`config.mk`:
```
export PLATFORM = sky130hd
export DESIGN_NAME = ctr_timer
export DESIGN_NICKNAME = d
export VERILOG_FILES = /design/src/rtl/ct_pkg.sv /design/src/rtl/ct_regs.sv /design/src/rtl/ct_src_sel.sv /design/src/rtl/ct_core.sv /design/src/rtl/ctr_timer.sv
export SDC_FILE = /design/constraint.sdc
export NUM_CORES = 1
export LEC_CHECK = 0
export ABC_AREA = 0
export ABC_CLOCK_PERIOD_IN_PS = 2850
export BUFFER_PORTS_ARGS = -buffer_cell sky130_fd_sc_hd__buf_2
export CAP_MARGIN = 20
export CELL_PAD_IN_SITES_DETAIL_PLACEMENT = 2
export CELL_PAD_IN_SITES_GLOBAL_PLACEMENT = 2
export CORE_AREA = 2 2 93 95
export CTS_CLUSTER_SIZE = 25
export DETAILED_ROUTE_END_ITERATION = 10
export DIE_AREA = 0 0 95 97
export PLACE_DENSITY = 0.83
export SLEW_MARGIN = 20
export SYNTH_ARGS = -nofsm -noshare
export SYNTH_HDL_FRONTEND = slang
export SYNTH_HIERARCHICAL = 1
export SYNTH_SLANG_ARGS = --single-unit
```
`constraint.sdc`:
```
create_clock -name clk -period 2.85 [get_ports clk]
set_input_delay 0.285 -clock clk [delete_from_list [all_inputs] [get_ports clk]]
set_output_delay 0.285 -clock clk [all_outputs]
set_load 0.02 [all_outputs]
```
`src/rtl/ct_pkg.sv`:
```
package ct_pkg;
  localparam logic [2:0] A_CMD    = 3'd2;
  localparam logic [2:0] A_AUX    = 3'd4;
  localparam logic [2:0] A_PRE_HI = 3'd6;
  localparam logic [2:0] A_PRE_LO = 3'd7;
  localparam logic [3:0] C_START  = 4'h8;
  localparam logic [3:0] C_STOP   = 4'h9;
  localparam int         NSRC     = 5;

  typedef enum logic [2:0] {
    SRC_PIN    = 3'd0,
    SRC_PIN16  = 3'd1,
    SRC_TXC    = 3'd2,
    SRC_XTAL   = 3'd3,
    SRC_XTAL16 = 3'd4
  } src_e;

  function automatic src_e mode_src(input logic [2:0] m);
    case (m)
      3'd0, 3'd4: mode_src = SRC_PIN;
      3'd1, 3'd5: mode_src = SRC_PIN16;
      3'd2:       mode_src = SRC_TXC;
      3'd3, 3'd6: mode_src = SRC_XTAL;
      default:    mode_src = SRC_XTAL16;
    endcase
  endfunction
endpackage

```
`src/rtl/ct_regs.sv`:
```
module ct_regs import ct_pkg::*; #(
  parameter int DW = 8,
  parameter int AW = 3,
  localparam int CW = 2 * DW
) (
  input  logic          clk,
  input  logic          rst,
  input  logic          wr_en,
  input  logic [AW-1:0] addr,
  input  logic [DW-1:0] wdata,
  output logic [CW-1:0] preload,
  output logic [2:0]    mode,
  output logic          start_p,
  output logic          stop_p
);
  logic cmd_wr;
  assign cmd_wr  = wr_en && (addr == AW'(A_CMD));
  assign start_p = cmd_wr && (wdata[DW-1 -: 4] == C_START);
  assign stop_p  = cmd_wr && (wdata[DW-1 -: 4] == C_STOP);

  // byte g of the preload lives at address A_PRE_LO - g
  for (genvar g = 0; g < 2; g++) begin : g_pre
    always_ff @(posedge clk) begin
      if (rst) preload[g*DW +: DW] <= '0;
      else if (wr_en && (addr == AW'(A_PRE_LO) - AW'(g)))
        preload[g*DW +: DW] <= wdata;
    end
  end

  always_ff @(posedge clk) begin
    if (rst) mode <= '0;
    else if (wr_en && (addr == AW'(A_AUX))) mode <= wdata[6:4];
  end
endmodule

```
`src/rtl/ct_src_sel.sv`:
```
module ct_src_sel import ct_pkg::*; (
  input  logic [2:0]      mode,
  input  logic [NSRC-1:0] ticks,
  output logic            tick,
  output logic            timer_m
);
  src_e src;
  assign src     = mode_src(mode);
  assign timer_m = mode[2];

  always_comb begin
    case (src)
      SRC_PIN:    tick = ticks[0];
      SRC_PIN16:  tick = ticks[1];
      SRC_TXC:    tick = ticks[2];
      SRC_XTAL:   tick = ticks[3];
      SRC_XTAL16: tick = ticks[4];
      default:    tick = 1'b0;
    endcase
  end
endmodule

```
`src/rtl/ct_core.sv`:
```
module ct_core #(
  parameter int CW = 16
) (
  input  logic          clk,
  input  logic          rst,
  input  logic          tick,
  input  logic          timer_m,
  input  logic          start_p,
  input  logic          stop_p,
  input  logic [CW-1:0] preload,
  output logic [CW-1:0] count,
  output logic          running,
  output logic          rdy,
  output logic          sq
);
  logic halt_now;
  assign halt_now = stop_p && !timer_m;

  always_ff @(posedge clk) begin
    if (rst) begin
      count   <= '0;
      running <= 1'b0;
      rdy     <= 1'b0;
      sq      <= 1'b0;
    end else if (start_p) begin
      count   <= preload;
      running <= 1'b1;
      rdy     <= 1'b0;
      sq      <= 1'b0;
    end else begin
      if (stop_p) begin
        rdy <= 1'b0;
        if (!timer_m) running <= 1'b0;
      end
      if (running && tick && !halt_now) begin
        if (count != '0) begin
          count <= count - 1'b1;
        end else if (timer_m) begin
          count <= preload;
          sq    <= ~sq;
          if (sq) rdy <= 1'b1;
        end else begin
          rdy     <= 1'b1;
          running <= 1'b0;
        end
      end
    end
  end
endmodule

```
`src/rtl/ctr_timer.sv`:
```
module ctr_timer import ct_pkg::*; #(
  parameter int DW = 8,
  parameter int AW = 3,
  localparam int CW = 2 * DW
) (
  input  logic          clk,
  input  logic          rst,
  input  logic          wr_en,
  input  logic          rd_en,
  input  logic [AW-1:0] addr,
  input  logic [DW-1:0] wdata,
  input  logic          tk_pin,
  input  logic          tk_pin16,
  input  logic          tk_txc,
  input  logic          tk_xtal,
  input  logic          tk_xtal16,
  output logic [DW-1:0] rdata,
  output logic          rdy,
  output logic          sq_out
);
  logic [CW-1:0]   preload, count;
  logic [2:0]      mode;
  logic            start_p, stop_p, tick, timer_m, running;
  logic [DW-1:0]   snap;
  logic [NSRC-1:0] ticks;

  assign ticks = {tk_xtal16, tk_xtal, tk_txc, tk_pin16, tk_pin};

  ct_regs #(.DW(DW), .AW(AW)) u_regs (
    .clk(clk), .rst(rst), .wr_en(wr_en), .addr(addr), .wdata(wdata),
    .preload(preload), .mode(mode), .start_p(start_p), .stop_p(stop_p)
  );

  ct_src_sel u_sel (.mode(mode), .ticks(ticks), .tick(tick), .timer_m(timer_m));

  ct_core #(.CW(CW)) u_core (
    .clk(clk), .rst(rst), .tick(tick), .timer_m(timer_m),
    .start_p(start_p), .stop_p(stop_p), .preload(preload),
    .count(count), .running(running), .rdy(rdy), .sq(sq_out)
  );

  always_ff @(posedge clk) begin
    if (rst) begin
      rdata <= '0;
      snap  <= '0;
    end else if (rd_en) begin
      if (addr == AW'(A_PRE_HI)) begin
        rdata <= count[CW-1 -: DW];
        snap  <= count[DW-1:0];
      end else if (addr == AW'(A_PRE_LO)) begin
        rdata <= snap;
      end else begin
        rdata <= '0;
      end
    end
  end
endmodule

```
==> results.cfg <==
[pwr]
swShare = 0.239
cellLeakagePower_nw = 1.26
cellPowerDensity_nw_per_um2 = 386
power.switching_uw = 305
power.sequential.fraction = 0.599
power.clock.fraction = 0.326
combinationalPowerShare = 0.075
intPower_uw = 974
peakVddDrop_mv = 0.204

[yosys]
synth-edff-count = 0
most_numerous_cell_in_the_yosys_netlist = dfxtp_1
synth-seq-cells = 54
synth.top_cells.by_area = dfxtp_1 (36%), mux2i_1 (12%), nand2b_1 (6.3%)
yosysWarnings = 6
synth_ff_type = dfxtp_1
seq_total_area_yosys = 0.363
avgSynthCellArea_um2 = 9.56
post_synth_inst_count = 311
syn-num-nets = 333
synthesis.area_um2 = 2970
ys_async_sr_fraction = 0
yosysUniqueCellTypes = 69
synth_area_leader_cell = dfxtp_1
yosys.area.top_type_share = 0.363
synthTopCellsByCount = dfxtp_1 (54), mux2i_1 (35), nand2b_1 (30)

[place]
placement.setup.worst_slack_ps = 241
globalplace.congestion = 0.949
placed_cell_area_um2 = 3230
io_buffer_count = 29
hpwl_um = 6950

[sta]
finalMaxSlewViolations = 0
final.hold.worst_slack_ps = 265
clock-skew-final_ps = 6.97
report.final.hold_viol_count = 0
max_freq_mhz = 376
finalSetupViolCount = 0
fin_setup_tns_ps = 0
fin_crit_sh = 0.933
finalWorstPathRequiredPeriod_ps = 2660
maxSlewHeadroom = 0.495
layout_setup_ws_ps = 190
rsz_0062_raised_after_global_routing = false
worstMarginPinSlew_ps = 748

[clocking]
ctsHoldBuffers = 0
cts_max_level = 2
clock_tree_from_tritoncts = done
cts.clk_slew.worst_paths_ps = 90
cts_inserted_buffers = 5
clkSinkCount = 54
postCtsSetupBuffers = 0
clk_path_buf_depth = 2
worst_skew_pair.late_latency_ps = 310
post_cts.resized_instances = 0
cts_root_buf = clkbuf_8

[route]
detail_route.vias_per_cell = 5.81
detailroute.via_count = 2609
detailedRoute.firstPassIterationCount = 4
post-route-drc-count = 0
totalWireLength_um = 9190
dr.first_iter.drc_count = 144
detail-route-antenna-nets = 0
wl_per_cell_um = 20.5

[cells_and_area]
n_antenna_cell = 0
filler_cell_count = 915
area_growth_syn_to_layout_pct = 11.3
fin_area_um2 = 3310
layout-drive-gt1-share = 0.233
nNetsFinal = 366
multi_input_comb_area_um2 = 1760
final-seq-area_um2 = 1080

[worst_setup_path]
cp_data_required_time_ps = 3080
crit_arrival_ps = 2890
reg2reg_slack_ps = 190
worst_setup_path_end_kind = flip-flop
crit_path_start_kind = flip-flop
cpPeakStageDelay_ps = 550
timing.critical_path.slowest_stage_cell = a21boi_1
worst-path-max-fanout = 7
timing.critical_path.cells = mux2_1 > mux4_2 > and2_1 > a21oi_1 > a21boi_1 > a211oi_1 > a211oi_2
setup.worst_path.class = flip-flop to flip-flop

[grt]
gr-usage-all-layers = 0.208
global_route.overflow_total = 0
first_global_vias = 2768
number_of_antenna_violations_at_the_first_check_in_global_routing = 0
grt_first_pass_wirelength_um = 14900
grt_start_max_net_pins = 38

[floorplan]
initial_utilization = 0.366
rows = 33
fp.dieH_um = 97
dieWidth_um = 95
ios = 30
fp.dieArea_um2 = 9220
placeable_core_region_um2 = 8130

[worst_hold_path]
min_path_type = input port to flip-flop

[status]
status = completed

[run]
maxCapViolations = 0
-- metrics by stage --
stage           util  cells  power (mW)
4_1_cts        0.407    449        1.29
5_1_grt        0.407    449        1.34
3_3_place_gp   0.397    442       0.874
2_1_floorplan      -    311       0.841
3_5_place_dp   0.397    442       0.880
6_report       0.407    449        1.28
-- cells by family (layout without fill, tap and decap cells) --
group,count (synthesis),after routing,synth area share
xor+xnor,1,1,0.00295
buf+inv,21,54,0.0463
mux,38,38,0.134
flops,54,54,0.363
fa+ha+maj,2,2,0.00841
simple gates,122,122,0.267
compound gates,73,73,0.178
-- power by group through the flow --
stage	clock, mW	combinational [mW]	sequential [mW]
finish	0.417	0.0962	0.765
global route	0.464	0.105	0.766
CTS	0.429	0.0973	0.766
detailed placement	0	0.0965	0.783
global placement	0	0.0918	0.783
floorplan	0	0.0607	0.781
-- final cells by class --
class	instances	area share
Clock buffer	7	0.0231
Inverter	4	0.00454
Multi-Input combinational cell	236	0.530
Sequential cell	54	0.327
Tap cell	105	0.0397
Timing Repair Buffer	43	0.0756
-- path summary, 6_finish.rpt --
| check | from | end | cells after the start |
|---|---|---|---|
| setup / recovery | u_regs/mode[2]$_SDFFE_PP0P_ | u_core/count[1]$_SDFFE_PP0P_ | 7 |
| hold / removal | wdata[2] | u_regs/preload[10]$_SDFFE_PP0P_ | 3 |
| setup reg to reg | u_regs/mode[2]$_SDFFE_PP0P_ | u_core/count[1]$_SDFFE_PP0P_ | 7 |
| hold reg to reg | rdata[6]$_SDFFE_PP0P_ | rdata[6]$_SDFFE_PP0P_ | 1 |
-- flip-flops by register name (all words and copies together), names as in the netlist --
register	flops
u_core/sq	1
u_regs/mode	3
rdata	8
u_core/count	16
u_core/rdy	1
snap	8
u_core/running	1
u_regs/preload	16
-- cell usage in the layout (no fill, tap or decap), types with 8 or more instances in the layout --
cell type   n
a21oi_1    21
buf_2      29
buf_4      14
dfxtp_1    54
mux2i_1    35
nand2_1    10
nand2b_1   30
nand2b_2    9
nor2_1     16
nor3_1     11
o2bb2ai_1   8
-- worst max-delay path, delay by kind of cell (launching register included) --
family,cells,cell delay [ps]
AOI/OAI and AO/OA,4,1170
muxes,2,810
DFF,1,390
and+or+nand+nor,1,220
-- layer usage --
metal / global-route usage / wire [um] / vias up / part of all wire
met4: 0.0435 / 119 / 0 / 0.013
met2: 0.361 / 4700 / 77 / 0.51
met3: 0.0296 / 459 / 9 / 0.050
li1: - / - / 1214 / -
met5: 0 / 0 / - / 0
met1: 0.270 / 3910 / 1309 / 0.43
Power figures use the tool's default switching activity.
